### src/rtl/opnd_pkg.sv
package opnd_pkg;
  typedef enum logic [1:0] {
    MODE_IX16 = 2'd0,
    MODE_SP16 = 2'd1,
    MODE_MVDD = 2'd2,
    MODE_MVID = 2'd3
  } mode_e;

  typedef enum logic [2:0] {
    ST_IDLE = 3'd0,
    ST_PRE  = 3'd1,
    ST_OPA  = 3'd2,
    ST_OPB  = 3'd3,
    ST_RD   = 3'd4,
    ST_WR   = 3'd5
  } state_e;
endpackage

### src/rtl/opnd_seq_fsm.sv
module opnd_seq_fsm
  import opnd_pkg::*;
(
  input  logic       clk,
  input  logic       rst,
  input  logic       start,
  input  logic [1:0] mode,
  output state_e     state,
  output mode_e      mode_q,
  output logic       accept,
  output logic       last
);
  state_e nxt;

  assign accept = (state == ST_IDLE) && start;
  assign last   = ((state == ST_RD) && (mode_q != MODE_MVDD)) || (state == ST_WR);

  always_comb begin
    nxt = state;
    case (state)
      ST_IDLE: if (start) nxt = (mode_e'(mode) == MODE_SP16) ? ST_PRE : ST_OPA;
      ST_PRE:  nxt = ST_OPA;
      ST_OPA:  nxt = ST_OPB;
      ST_OPB:  nxt = (mode_q == MODE_MVID) ? ST_WR : ST_RD;
      ST_RD:   nxt = (mode_q == MODE_MVDD) ? ST_WR : ST_IDLE;
      ST_WR:   nxt = ST_IDLE;
      default: nxt = ST_IDLE;
    endcase
  end

  always_ff @(posedge clk) begin
    if (rst) begin
      state  <= ST_IDLE;
      mode_q <= MODE_IX16;
    end else begin
      state <= nxt;
      if (accept) mode_q <= mode_e'(mode);
    end
  end
endmodule

### src/rtl/opnd_addr_calc.sv
module opnd_addr_calc #(
  parameter int AW = 16,
  parameter int DW = 8
) (
  input  logic [AW-1:0] base,
  input  logic [DW-1:0] hi,
  input  logic [DW-1:0] lo,
  input  logic          direct,
  output logic [AW-1:0] ea,
  output logic [AW-1:0] page_a
);
  localparam int PADW = AW - DW;
  logic [AW-1:0] offset;

  assign offset = AW'({hi, lo});
  assign page_a = {{PADW{1'b0}}, hi};
  // modulo-2^AW sum: the carry out is simply dropped
  assign ea = direct ? {{PADW{1'b0}}, lo} : (base + offset);
endmodule

### src/rtl/opnd_cycle_ctr.sv
module opnd_cycle_ctr #(
  parameter int CW = 3
) (
  input  logic          clk,
  input  logic          rst,
  input  logic          clr,
  input  logic          en,
  input  logic          last,
  output logic [CW-1:0] total
);
  logic [CW-1:0] cnt;

  always_ff @(posedge clk) begin
    if (rst) begin
      cnt   <= '0;
      total <= '0;
    end else begin
      if (clr)     cnt <= '0;
      else if (en) cnt <= cnt + CW'(1);
      if (last)    total <= cnt + CW'(1);
    end
  end
endmodule

### src/rtl/opnd_addr_seq.sv
module opnd_addr_seq
  import opnd_pkg::*;
#(
  parameter int AW = 16,
  parameter int DW = 8,
  parameter int CW = 3
) (
  input  logic          clk,
  input  logic          rst,
  input  logic          start,
  input  logic [1:0]    mode,
  input  logic [AW-1:0] sp,
  input  logic [AW-1:0] ix,
  input  logic [DW-1:0] fetch_data,
  output logic          fetch_ack,
  output logic [AW-1:0] mem_addr,
  output logic          mem_re,
  input  logic [DW-1:0] mem_rdata,
  output logic          mem_we,
  output logic [DW-1:0] mem_wdata,
  output logic [DW-1:0] operand,
  output logic [AW-1:0] eff_addr,
  output logic          busy,
  output logic          done,
  output logic [CW-1:0] cycles
);
  state_e        state;
  mode_e         mode_q;
  logic          accept, last;
  logic [AW-1:0] base_q, ea_q, ea_calc, src_addr;
  logic [DW-1:0] byte_a_q, data_q, operand_q;
  logic          done_q, is_move;

  opnd_seq_fsm u_fsm (
    .clk(clk), .rst(rst), .start(start), .mode(mode),
    .state(state), .mode_q(mode_q), .accept(accept), .last(last)
  );

  assign is_move = (mode_q == MODE_MVDD) || (mode_q == MODE_MVID);

  opnd_addr_calc #(.AW(AW), .DW(DW)) u_calc (
    .base(base_q), .hi(byte_a_q), .lo(fetch_data), .direct(is_move),
    .ea(ea_calc), .page_a(src_addr)
  );

  opnd_cycle_ctr #(.CW(CW)) u_ctr (
    .clk(clk), .rst(rst), .clr(accept), .en(busy), .last(last), .total(cycles)
  );

  always_ff @(posedge clk) begin
    if (rst) begin
      base_q    <= '0;
      byte_a_q  <= '0;
      data_q    <= '0;
      ea_q      <= '0;
      operand_q <= '0;
      done_q    <= 1'b0;
    end else begin
      done_q <= last;
      if (accept) base_q <= (mode_e'(mode) == MODE_SP16) ? sp : ix;
      case (state)
        ST_OPA: byte_a_q <= fetch_data;
        ST_OPB: ea_q     <= ea_calc;
        ST_RD: begin
          data_q <= mem_rdata;
          if (!is_move) operand_q <= mem_rdata;
        end
        default: ;
      endcase
    end
  end

  assign busy      = (state != ST_IDLE);
  assign done      = done_q;
  assign fetch_ack = (state == ST_OPA) || (state == ST_OPB);
  assign mem_re    = (state == ST_RD);
  assign mem_we    = (state == ST_WR);
  assign mem_addr  = ((state == ST_RD) && (mode_q == MODE_MVDD)) ? src_addr : ea_q;
  assign mem_wdata = (mode_q == MODE_MVID) ? byte_a_q : data_q;
  assign operand   = operand_q;
  assign eff_addr  = ea_q;
endmodule

### config.mk
export PLATFORM = sky130hd
export DESIGN_NAME = opnd_addr_seq
export DESIGN_NICKNAME = d
export VERILOG_FILES = /design/src/rtl/opnd_pkg.sv /design/src/rtl/opnd_seq_fsm.sv /design/src/rtl/opnd_addr_calc.sv /design/src/rtl/opnd_cycle_ctr.sv /design/src/rtl/opnd_addr_seq.sv
export SDC_FILE = /design/constraint.sdc
export NUM_CORES = 1
export LEC_CHECK = 0
export BUFFER_PORTS_ARGS = -buffer_cell sky130_fd_sc_hd__buf_2
export CAP_MARGIN = 25
export CORE_MARGIN = 2
export CORE_UTILIZATION = 52
export DETAILED_ROUTE_END_ITERATION = 12
export PLACE_DENSITY = 0.85
export SYNTH_ARGS = -nofsm -noshare
export SYNTH_HDL_FRONTEND = slang
export SYNTH_SLANG_ARGS = --single-unit
### constraint.sdc
create_clock -name clk -period 4.65 [get_ports clk]
set_input_delay 0.465 -clock clk [delete_from_list [all_inputs] [get_ports clk]]
set_output_delay 0.465 -clock clk [all_outputs]
set_load 0.05 [all_outputs]
==> results of run 1 <==
[sequential cells by signal (all words and copies together) (netlist names), 2 cells and up]
signal,count
u_fsm.state,3
operand,8
u_ctr.total,3
byte_a_q,8
u_fsm.mode_q,2
u_ctr.cnt,3
data_q,8
base_q,16
eff_addr,16
[metal layers]
| layer | track usage | routed length, um | vias up |
|---|---|---|---|
| met5 | 0 | 0 | - |
| met4 | 0.1161 | 277 | 0 |
| met3 | 0.04053 | 462 | 22 |
| met2 | 0.3857 | 4348 | 111 |
| met1 | 0.3106 | 4005 | 1498 |
| li1 | - | - | 1672 |
[synthesized netlist by cell type, types with 3 or more instances]
cell / n
a211oi_1: 29
a21oi_1: 26
and2_1: 12
buf_2: 6
buf_4: 3
clkbuf_1: 10
dfxtp_1: 68
ha_1: 16
mux2_2: 16
mux2i_1: 39
nand2_1: 33
nand3_1: 3
nand3b_1: 3
nor2_1: 57
nor2b_1: 5
nor3_1: 12
o21a_1: 3
o21ai_0: 9
o21ai_1: 12
xnor2_1: 6
xor2_1: 6
[cell families (layout without fill, tap and decap cells)]
family	Yosys count	count (layout)	synth area share
AO/OA/AOI/OAI	95	95	0.1675
XOR/XNOR	12	12	0.02890
AND/OR/NAND/NOR	139	139	0.1799
adder cells (fa/ha/maj)	17	17	0.06054
multiplexers	55	55	0.1569
flip-flops	68	68	0.3743
buffers and inverters	24	129	0.03199
[placed cells by master, fill, tap and decap left out, types with 3 or more instances in the layout]
cell type / Yosys / layout
a211oi_1: 29 / 29
a21oi_1: 26 / 26
and2_1: 12 / 12
buf_2: 6 / 108
clkbuf_8: 0 / 9
dfxtp_1: 68 / 68
ha_1: 16 / 16
mux2_2: 16 / 16
mux2i_1: 39 / 39
nand2_1: 33 / 33
nand3_1: 3 / 3
nand3b_1: 3 / 3
nor2_1: 57 / 57
nor2b_1: 5 / 4
nor3_1: 12 / 12
o21a_1: 3 / 3
o21ai_0: 9 / 9
o21ai_1: 12 / 12
xnor2_1: 6 / 6
xor2_1: 6 / 6
[power by group through the flow]
stage               clock [mW]  combinational (mW)  sequential, mW
floorplan                    0               0.249           0.669
global placement             0               0.327           0.665
detailed placement           0               0.336           0.667
CTS                      0.477               0.339           0.653
global route             0.500               0.385           0.658
finish                   0.471               0.351           0.654
[stage by stage]
step | setup slack [ns] | power, mW | utilization | hold WS (ns) | instance area (um^2)
2_1_floorplan | 2.279 | 0.9182 | - | 0.4544 | 3637
3_3_place_gp | 2.036 | 0.9917 | 0.6169 | 0.4411 | 4192
3_5_place_dp | 1.977 | 1.002 | 0.6169 | 0.4484 | 4192
4_1_cts | 1.597 | 1.469 | 0.6453 | 0.3626 | 4384
5_1_grt | 1.425 | 1.543 | 0.6545 | 0.3431 | 4447
6_report | 1.588 | 1.475 | 0.6545 | 0.3555 | 4447
[worst max-delay path, delay by kind of cell, from the launching register on]
| kind | cells | cell delay, ns |
|---|---|---|
| DFF | 1 | 0.79 |
| and+or+nand+nor | 1 | 0.74 |
| muxes | 1 | 0.51 |
| buffers and inverters | 1 | 0.21 |
[area by class of cell]
cell class	count	share of cell area
clock buffers	10	0.02870
multi-input cells	318	0.4862
inverters	2	0.001688
repair buffers	111	0.1356
well taps	96	0.02701
clock inverters	6	0.01463
flip-flops and latches	68	0.3061
[final timing paths]
check	startpoint	end	slack [ns]	depth (start not counted)
max reg2reg	base_q[0]	eff_addr[14]	2.23	8
min reg2reg	eff_addr[10]	eff_addr[10]	0.46	2
min	rst	data_q[0]	0.36	2
max	u_fsm.mode_q[1]	mem_addr[6]	1.59	3
==> flow_metrics.env, run 1 <==
export IMPL_grt_start_max_net_pins=64
export IMPL_postCtsSetupRepairBufs=0
export IMPL_p_clk_frac=0.319
export IMPL_core_area_um2=6794
export IMPL_cap_violations=0
export IMPL_numCtsBuffers=9
export IMPL_cp_start_kind="flip-flop"
export IMPL_via_per_inst=5.406
export IMPL_critPathKind="flip-flop to primary output"
export IMPL_fp_dieW_um=87.64
export IMPL_clock_tree_buffer_depth=2
export IMPL_dieArea_um2=7680
export IMPL_fill_cells=554
export IMPL_cts_max_level=3
export IMPL_grt_pass1_vias=3063
export IMPL_die_h_um=87.64
export IMPL_worstSkewPairLatency_ns=0.34
export IMPL_synthCells=410
export IMPL_timing_fmax_mhz=326.6
export IMPL_ir_drop_v=0.0001689
export IMPL_endpoint_kind="primary output"
export IMPL_p_switching_mw=0.4745
export IMPL_cts_hold_buffers_added=0
export IMPL_grt_pass1_wl_um=14430
export IMPL_hold_viol=0
export IMPL_synthTopCellsByArea="dfxtp_1, mux2i_1, a211oi_1"
export IMPL_crit_required_ns=4.18
export IMPL_syn_nets=480
export IMPL_drtPass1Iterations=4
export IMPL_rows=30
export IMPL_clk_pin_slew_worst_paths_ns=0.08
export IMPL_power_frac_comb=0.238
export IMPL_synth_edf_count=0
export IMPL_drcViolationCount=0
export IMPL_cp_cell_sequence="nand3_1 > mux2_2 > buf_2"
export IMPL_hpwl_um=6769
export IMPL_antenna_found_initial=0
export IMPL_period_minus_slack_ns=3.062
export IMPL_hp_class="input pin to flip-flop"
export IMPL_slew_viol_final=0
export IMPL_grt_overflow=0
export IMPL_cts_tree="built"
export IMPL_wl_per_cell_um=14.88
export IMPL_intPower_mw=1.001
export IMPL_leakage_nw=1.978
export IMPL_totalWireLength_um=9093
export IMPL_drt_iter0_drc=220
export IMPL_synth_top_area_share=0.3743
export IMPL_status="completed"
export IMPL_yosysSeqAreaShare=0.3743
export IMPL_grt_util_all_layers=0.2391
export IMPL_area_growth_pct=22.26
export IMPL_critPathArrivalTime_ns=2.60
export IMPL_instances_no_fill=611
export IMPL_worst_slew_pin_slew_ns=1.023
export IMPL_num_io_pins=109
export IMPL_netlist_top_cell_by_area="dfxtp_1"
export IMPL_avgSynthCellArea_um2=8.871
export IMPL_placement_io_buffers=108
export IMPL_placed_cells_incl_taps=592
export IMPL_diodes=0
export IMPL_p_sw_frac=0.3216
export IMPL_cts_root_buf="clkbuf_8"
export IMPL_cts_resized=0
export IMPL_final_nets=580
export IMPL_async_reset_ff_frac=0
export IMPL_syn_area_um2=3637
export IMPL_skew_ns=0.01009
export IMPL_finalSetupViolations=0
export IMPL_setup_tns_final_ns=0
export IMPL_globalplace_congestion=0.9664
export IMPL_synth_seq_cells=68
export IMPL_slowest_stage="dfxtp_1"
export IMPL_rsz0062_at_grt="false"
export IMPL_drive_above_1_share=0.2913
export IMPL_ant_nets=0
export IMPL_ys_flop_type="dfxtp_1"
export IMPL_multi_input_area_um2=2162
export IMPL_initial_core_util=0.5354
export IMPL_regArea_um2=1361
export IMPL_cpPeakStageDelay_ns=0.79
export IMPL_timing_max_slew_rel_slack=0.3163
export IMPL_crit_fanout=22
export IMPL_power_density_nw_per_um2=331.7
export IMPL_synth_warnings=0
export IMPL_ys_types=48
export IMPL_period_share=0.6585
export IMPL_power_frac_seq=0.443
export IMPL_vias=3303
export IMPL_clock_sinks=68
(Power assumes the default switching activity.)
==> run 2: changes to the inputs <==
--- a/config.mk
+++ b/config.mk
@@ -8,9 +8,9 @@
 export BUFFER_PORTS_ARGS = -buffer_cell sky130_fd_sc_hd__buf_2
 export CAP_MARGIN = 25
 export CORE_MARGIN = 2
-export CORE_UTILIZATION = 52
+export CORE_UTILIZATION = 47
 export DETAILED_ROUTE_END_ITERATION = 12
-export PLACE_DENSITY = 0.85
+export PLACE_DENSITY = 0.82
 export SYNTH_ARGS = -nofsm -noshare
 export SYNTH_HDL_FRONTEND = slang
 export SYNTH_SLANG_ARGS = --single-unit
==> constraint.sdc (replaced) <==
create_clock -name clk -period 2.7 [get_ports clk]
set_input_delay 0.27 -clock clk [delete_from_list [all_inputs] [get_ports clk]]
set_output_delay 0.27 -clock clk [all_outputs]
set_load 0.05 [all_outputs]
==> run 2 against run 1 <==
Total power rose by 80%. Routed wire length shrank 0.41%. Cell count grew 1.8%.
==> flow_metrics.env, run 2 (same netlist as run 1, synthesis figures left out) <==
export IMPL_cts_tree="built"
export IMPL_ir_drop_v=0.0002367
export IMPL_dp_slack_ns=0.2139
export IMPL_hp_class="input pin to flip-flop"
export IMPL_via_per_inst=5.299
export IMPL_worstSkewPairLatency_ns=0.35
export IMPL_grt_util_all_layers=0.2170
export IMPL_final_nets=585
export IMPL_num_io_pins=109
export IMPL_grt_start_max_net_pins=38
export IMPL_endpoint_kind="primary output"
export IMPL_critPathKind="flip-flop to primary output"
export IMPL_hpwl_um=7138
export IMPL_finalSetupViolations=0
export IMPL_initial_core_util=0.4781
export IMPL_grt_pass1_vias=3125
export IMPL_crit_required_ns=2.43
export IMPL_drtPass1Iterations=4
export IMPL_period_minus_slack_ns=2.505
export IMPL_diodes=0
export IMPL_cap_violations=0
export IMPL_status="completed"
export IMPL_final_cell_area_um2=4482
export IMPL_regArea_um2=1361
export IMPL_timing_max_slew_rel_slack=0.4086
export IMPL_hold_viol=0
export IMPL_wl_per_cell_um=14.56
export IMPL_crit_fanout=12
export IMPL_setup_tns_final_ns=0
export IMPL_drcViolationCount=0
export IMPL_postCtsSetupRepairBufs=0
export IMPL_area_growth_pct=23.22
export IMPL_rows=32
export IMPL_power_density_nw_per_um2=592.5
export IMPL_worst_slack_ns=0.1951
export IMPL_fill_cells=681
export IMPL_fin_util=0.5891
export IMPL_clk_pin_slew_worst_paths_ns=0.08
export IMPL_dieArea_um2=8458
export IMPL_fp_dieW_um=91.97
export IMPL_skew_ns=0.01161
export IMPL_multi_input_area_um2=2162
export IMPL_grt_pass1_wl_um=14700
export IMPL_rsz0062_at_grt="false"
export IMPL_critPathArrivalTime_ns=2.23
export IMPL_hold_ws_ns=0.1660
export IMPL_ant_nets=0
export IMPL_slew_viol_final=0
export IMPL_die_h_um=91.97
export IMPL_drt_iter0_drc=222
export IMPL_drive_above_1_share=0.3000
export IMPL_leakage_nw=2.003
export IMPL_placement_io_buffers=108
export IMPL_cts_hold_buffers_added=0
export IMPL_vias=3296
export IMPL_timing_fmax_mhz=399.2
export IMPL_numCtsBuffers=9
export IMPL_mostFrequentLayoutCells="buf_2, dfxtp_1, nor2_1"
export IMPL_antenna_found_initial=0
export IMPL_grt_overflow=0
export IMPL_final_common_cell="buf_2"
export IMPL_cts_max_level=3
export IMPL_clock_tree_buffer_depth=2
export IMPL_clock_sinks=68
export IMPL_totalWireLength_um=9056
export IMPL_cts_root_buf="clkbuf_8"
export IMPL_core_area_um2=7607
export IMPL_worst_slew_pin_slew_ns=0.8803
export IMPL_placed_cell_area_um2=4259
export IMPL_period_share=0.9277
export IMPL_cp_start_kind="flip-flop"
export IMPL_cts_resized=0
export IMPL_globalplace_congestion=0.9215
-- run 2: report_power, final --
part	internal, mW	switching, mW	leakage, nW	total (mW)
Sequential	1.06	0.0603	0.554	1.12
Clock	0.526	0.409	0.110	0.935
Combinational	0.230	0.369	1.34	0.600
-- run 2: final timing paths --
check	slack, ns	endpoint	from	cells past startpoint
hold reg to reg	0.46	operand[1]	operand[1]	2
setup reg to reg	0.29	eff_addr[14]	base_q[0]	8
hold / removal	0.17	operand[0]	mem_rdata[0]	3
setup / recovery	0.20	mem_addr[4]	u_fsm.state[0]	5
-- run 2: through the flow --
| step | instances | total power, mW |
|---|---|---|
| floorplan | 410 | 1.581 |
| finish | 622 | 2.656 |
| global route | 622 | 2.766 |
| global placement | 606 | 1.723 |
| detailed placement | 606 | 1.738 |
| CTS | 622 | 2.663 |
-- run 2: area by class of cell --
class                           instances  share of cell area
Sequential cell                        68              0.3037
Tap cell                              102             0.02848
Clock buffer                            9             0.02764
Multi-Input combinational cell        318              0.4824
Clock inverter                          7             0.02205
Timing Repair Buffer                  116              0.1340
Inverter                                2            0.001675
-- run 2: worst max-delay path, stage by stage (launching register included) --
cell and delay, ns:
dfxtp_1 0.64, nor2_1 0.15, nand3_1 0.26, buf_4 0.26, mux2_2 0.36, buf_2 0.21
-- run 2: layer usage --
metal  vias to the layer above  share of wire  GRT usage
met2                       100           0.47     0.3523
met4                         0          0.021    0.09950
met3                        14          0.055    0.03698
met5                         -              0          0
met1                      1506           0.46     0.2822
li1                       1676              -          -
==> run 3: changes to the inputs <==
--- a/config.mk
+++ b/config.mk
@@ -11,6 +11,7 @@
 export CORE_UTILIZATION = 47
 export DETAILED_ROUTE_END_ITERATION = 12
 export PLACE_DENSITY = 0.82
+export RECOVER_POWER = 25
 export SYNTH_ARGS = -nofsm -noshare
 export SYNTH_HDL_FRONTEND = slang
 export SYNTH_SLANG_ARGS = --single-unit
==> run 3 against run 2 <==
Flip-flop and latch count did not move. Largest cell class unchanged. Global-route usage stayed put. Sequential power about the same. Die area stayed put. First-iteration DRC count increased by 2.7%. Highest routed layer unchanged. Sequential share of layout area increased by 0.29 points. Via count up 0.88%.
==> flow_metrics.env, run 3 (same netlist as run 1, synthesis figures left out) <==
export IMPL_placement_io_buffers=108
export IMPL_drt_iter0_drc=228
export IMPL_diodes=0
export IMPL_via_per_inst=5.346
export IMPL_reg2reg_from="base_q[0]"
export IMPL_cts_hold_buffers_added=0
export IMPL_period_minus_slack_ns=2.479
export IMPL_ant_nets=0
export IMPL_fp_dieW_um=91.97
export IMPL_dieArea_um2=8458
export IMPL_cts_max_level=3
export IMPL_mostFrequentLayoutCells="buf_2, dfxtp_1, nor2_1"
export IMPL_setup_tns_final_ns=0
export IMPL_grt_start_max_net_pins=38
export IMPL_critPathKind="flip-flop to primary output"
export IMPL_wl_per_cell_um=14.75
export IMPL_area_growth_pct=22.05
export IMPL_grt_pass1_vias=3125
export IMPL_ff2ff_path_depth=8
export IMPL_r2r_end="eff_addr[14]"
export IMPL_ir_drop_v=0.0002366
export IMPL_critical_path_startpoint="u_fsm.state[0]"
export IMPL_worst_slew_pin_slew_ns=0.8817
export IMPL_core_area_um2=7607
export IMPL_clock_tree_buffer_depth=2
export IMPL_initial_core_util=0.4781
export IMPL_vias=3325
export IMPL_numCtsBuffers=9
export IMPL_timing_fmax_mhz=403.4
export IMPL_finalSetupViolations=0
export IMPL_drtPass1Iterations=4
export IMPL_worstSkewPairLatency_ns=0.36
export IMPL_crit_path_end="mem_addr[4]"
export IMPL_clk_pin_slew_worst_paths_ns=0.08
export IMPL_postCtsSetupRepairBufs=0
export IMPL_grt_overflow=0
export IMPL_endpoint_kind="primary output"
export IMPL_crit_fanout=12
export IMPL_cp_start_kind="flip-flop"
export IMPL_timing_max_slew_rel_slack=0.4076
export IMPL_crit_required_ns=2.43
export IMPL_totalWireLength_um=9172
export IMPL_antenna_found_initial=0
export IMPL_drive_above_1_share=0.2423
export IMPL_num_io_pins=109
export IMPL_clock_sinks=68
export IMPL_hpwl_um=7138
export IMPL_globalplace_congestion=0.9215
export IMPL_cts_resized=0
export IMPL_final_common_cell="buf_2"
export IMPL_hold_ws_ns=0.1593
export IMPL_skew_ns=0.01132
export IMPL_period_share=0.9180
export IMPL_cts_root_buf="clkbuf_8"
export IMPL_die_h_um=91.97
export IMPL_grt_pass1_wl_um=14700
export IMPL_rows=32
export IMPL_critPathArrivalTime_ns=2.21
export IMPL_status="completed"
export IMPL_leakage_nw=1.879
export IMPL_cap_violations=0
export IMPL_hold_viol=0
export IMPL_rsz0062_at_grt="false"
export IMPL_slew_viol_final=0
export IMPL_rrSetupSlack_ns=0.30
export IMPL_power_density_nw_per_um2=598.7
export IMPL_cts_tree="built"
export IMPL_grt_util_all_layers=0.2170
export IMPL_final_nets=585
export IMPL_drcViolationCount=0
export IMPL_hp_class="input pin to flip-flop"
[run 3: changes by cell type in the layout (fill, tap and decap cells not counted)]
cell	change
buf_2	-28
clkbuf_1	+28
nor2_1	+1
nor2_2	-1
nor3_1	+1
nor3_2	-1
[run 3: worst min path at each step]
| stage | start | slack, ns | to | cells after the start |
|---|---|---|---|---|
| floorplan | mem_rdata[0] | 0.41 | operand[0] | 2 |
| global placement | operand[5] | 0.44 | operand[5] | 2 |
| detailed placement | operand[3] | 0.45 | operand[3] | 2 |
| CTS | mem_rdata[3] | 0.15 | operand[3] | 3 |
| global route | mem_rdata[3] | 0.15 | operand[3] | 3 |
| finish | mem_rdata[0] | 0.16 | operand[0] | 3 |
[run 3: metrics by stage]
step	total power, mW	worst slack [ns]	std cells	instance area, um^2	utilization
finish	2.658	0.2213	622	4439	0.5836
global route	2.762	0.1304	622	4439	0.5836
detailed placement	1.738	0.2139	606	4259	0.5599
CTS	2.663	0.2080	622	4482	0.5891
global placement	1.723	0.2556	606	4259	0.5599
floorplan	1.581	0.5107	410	3637	-
[run 3: per-layer routing]
metal  vias up  global-route usage  share of wire
li1       1679                   -              -
met1      1520              0.2822           0.46
met2       105              0.3523           0.46
met3        21             0.03698          0.051
met4         0             0.09950          0.027
met5         -                   0              0
[run 3: final cells by class]
class                           instances  area [um^2]
Clock buffer                            9        123.9
Clock inverter                          7        98.84
Fill cell                             702         3168
Inverter                                2        7.507
Multi-Input combinational cell        318         2155
Sequential cell                        68         1361
Tap cell                              102        127.6
Timing Repair Buffer                  116        565.5
[run 3: worst max-delay path: stages, from the launching register on]
cell	delay, ns
dfxtp_1	0.61
nor2_1	0.14
nand3_1	0.25
buf_4	0.26
mux2_2	0.36
buf_2	0.21
[run 3: power breakdown]
part           internal [mW]  total [mW]  switching, mW
logic                  0.227       0.598          0.371
registers               1.06        1.12         0.0599
clock network          0.526       0.939          0.414
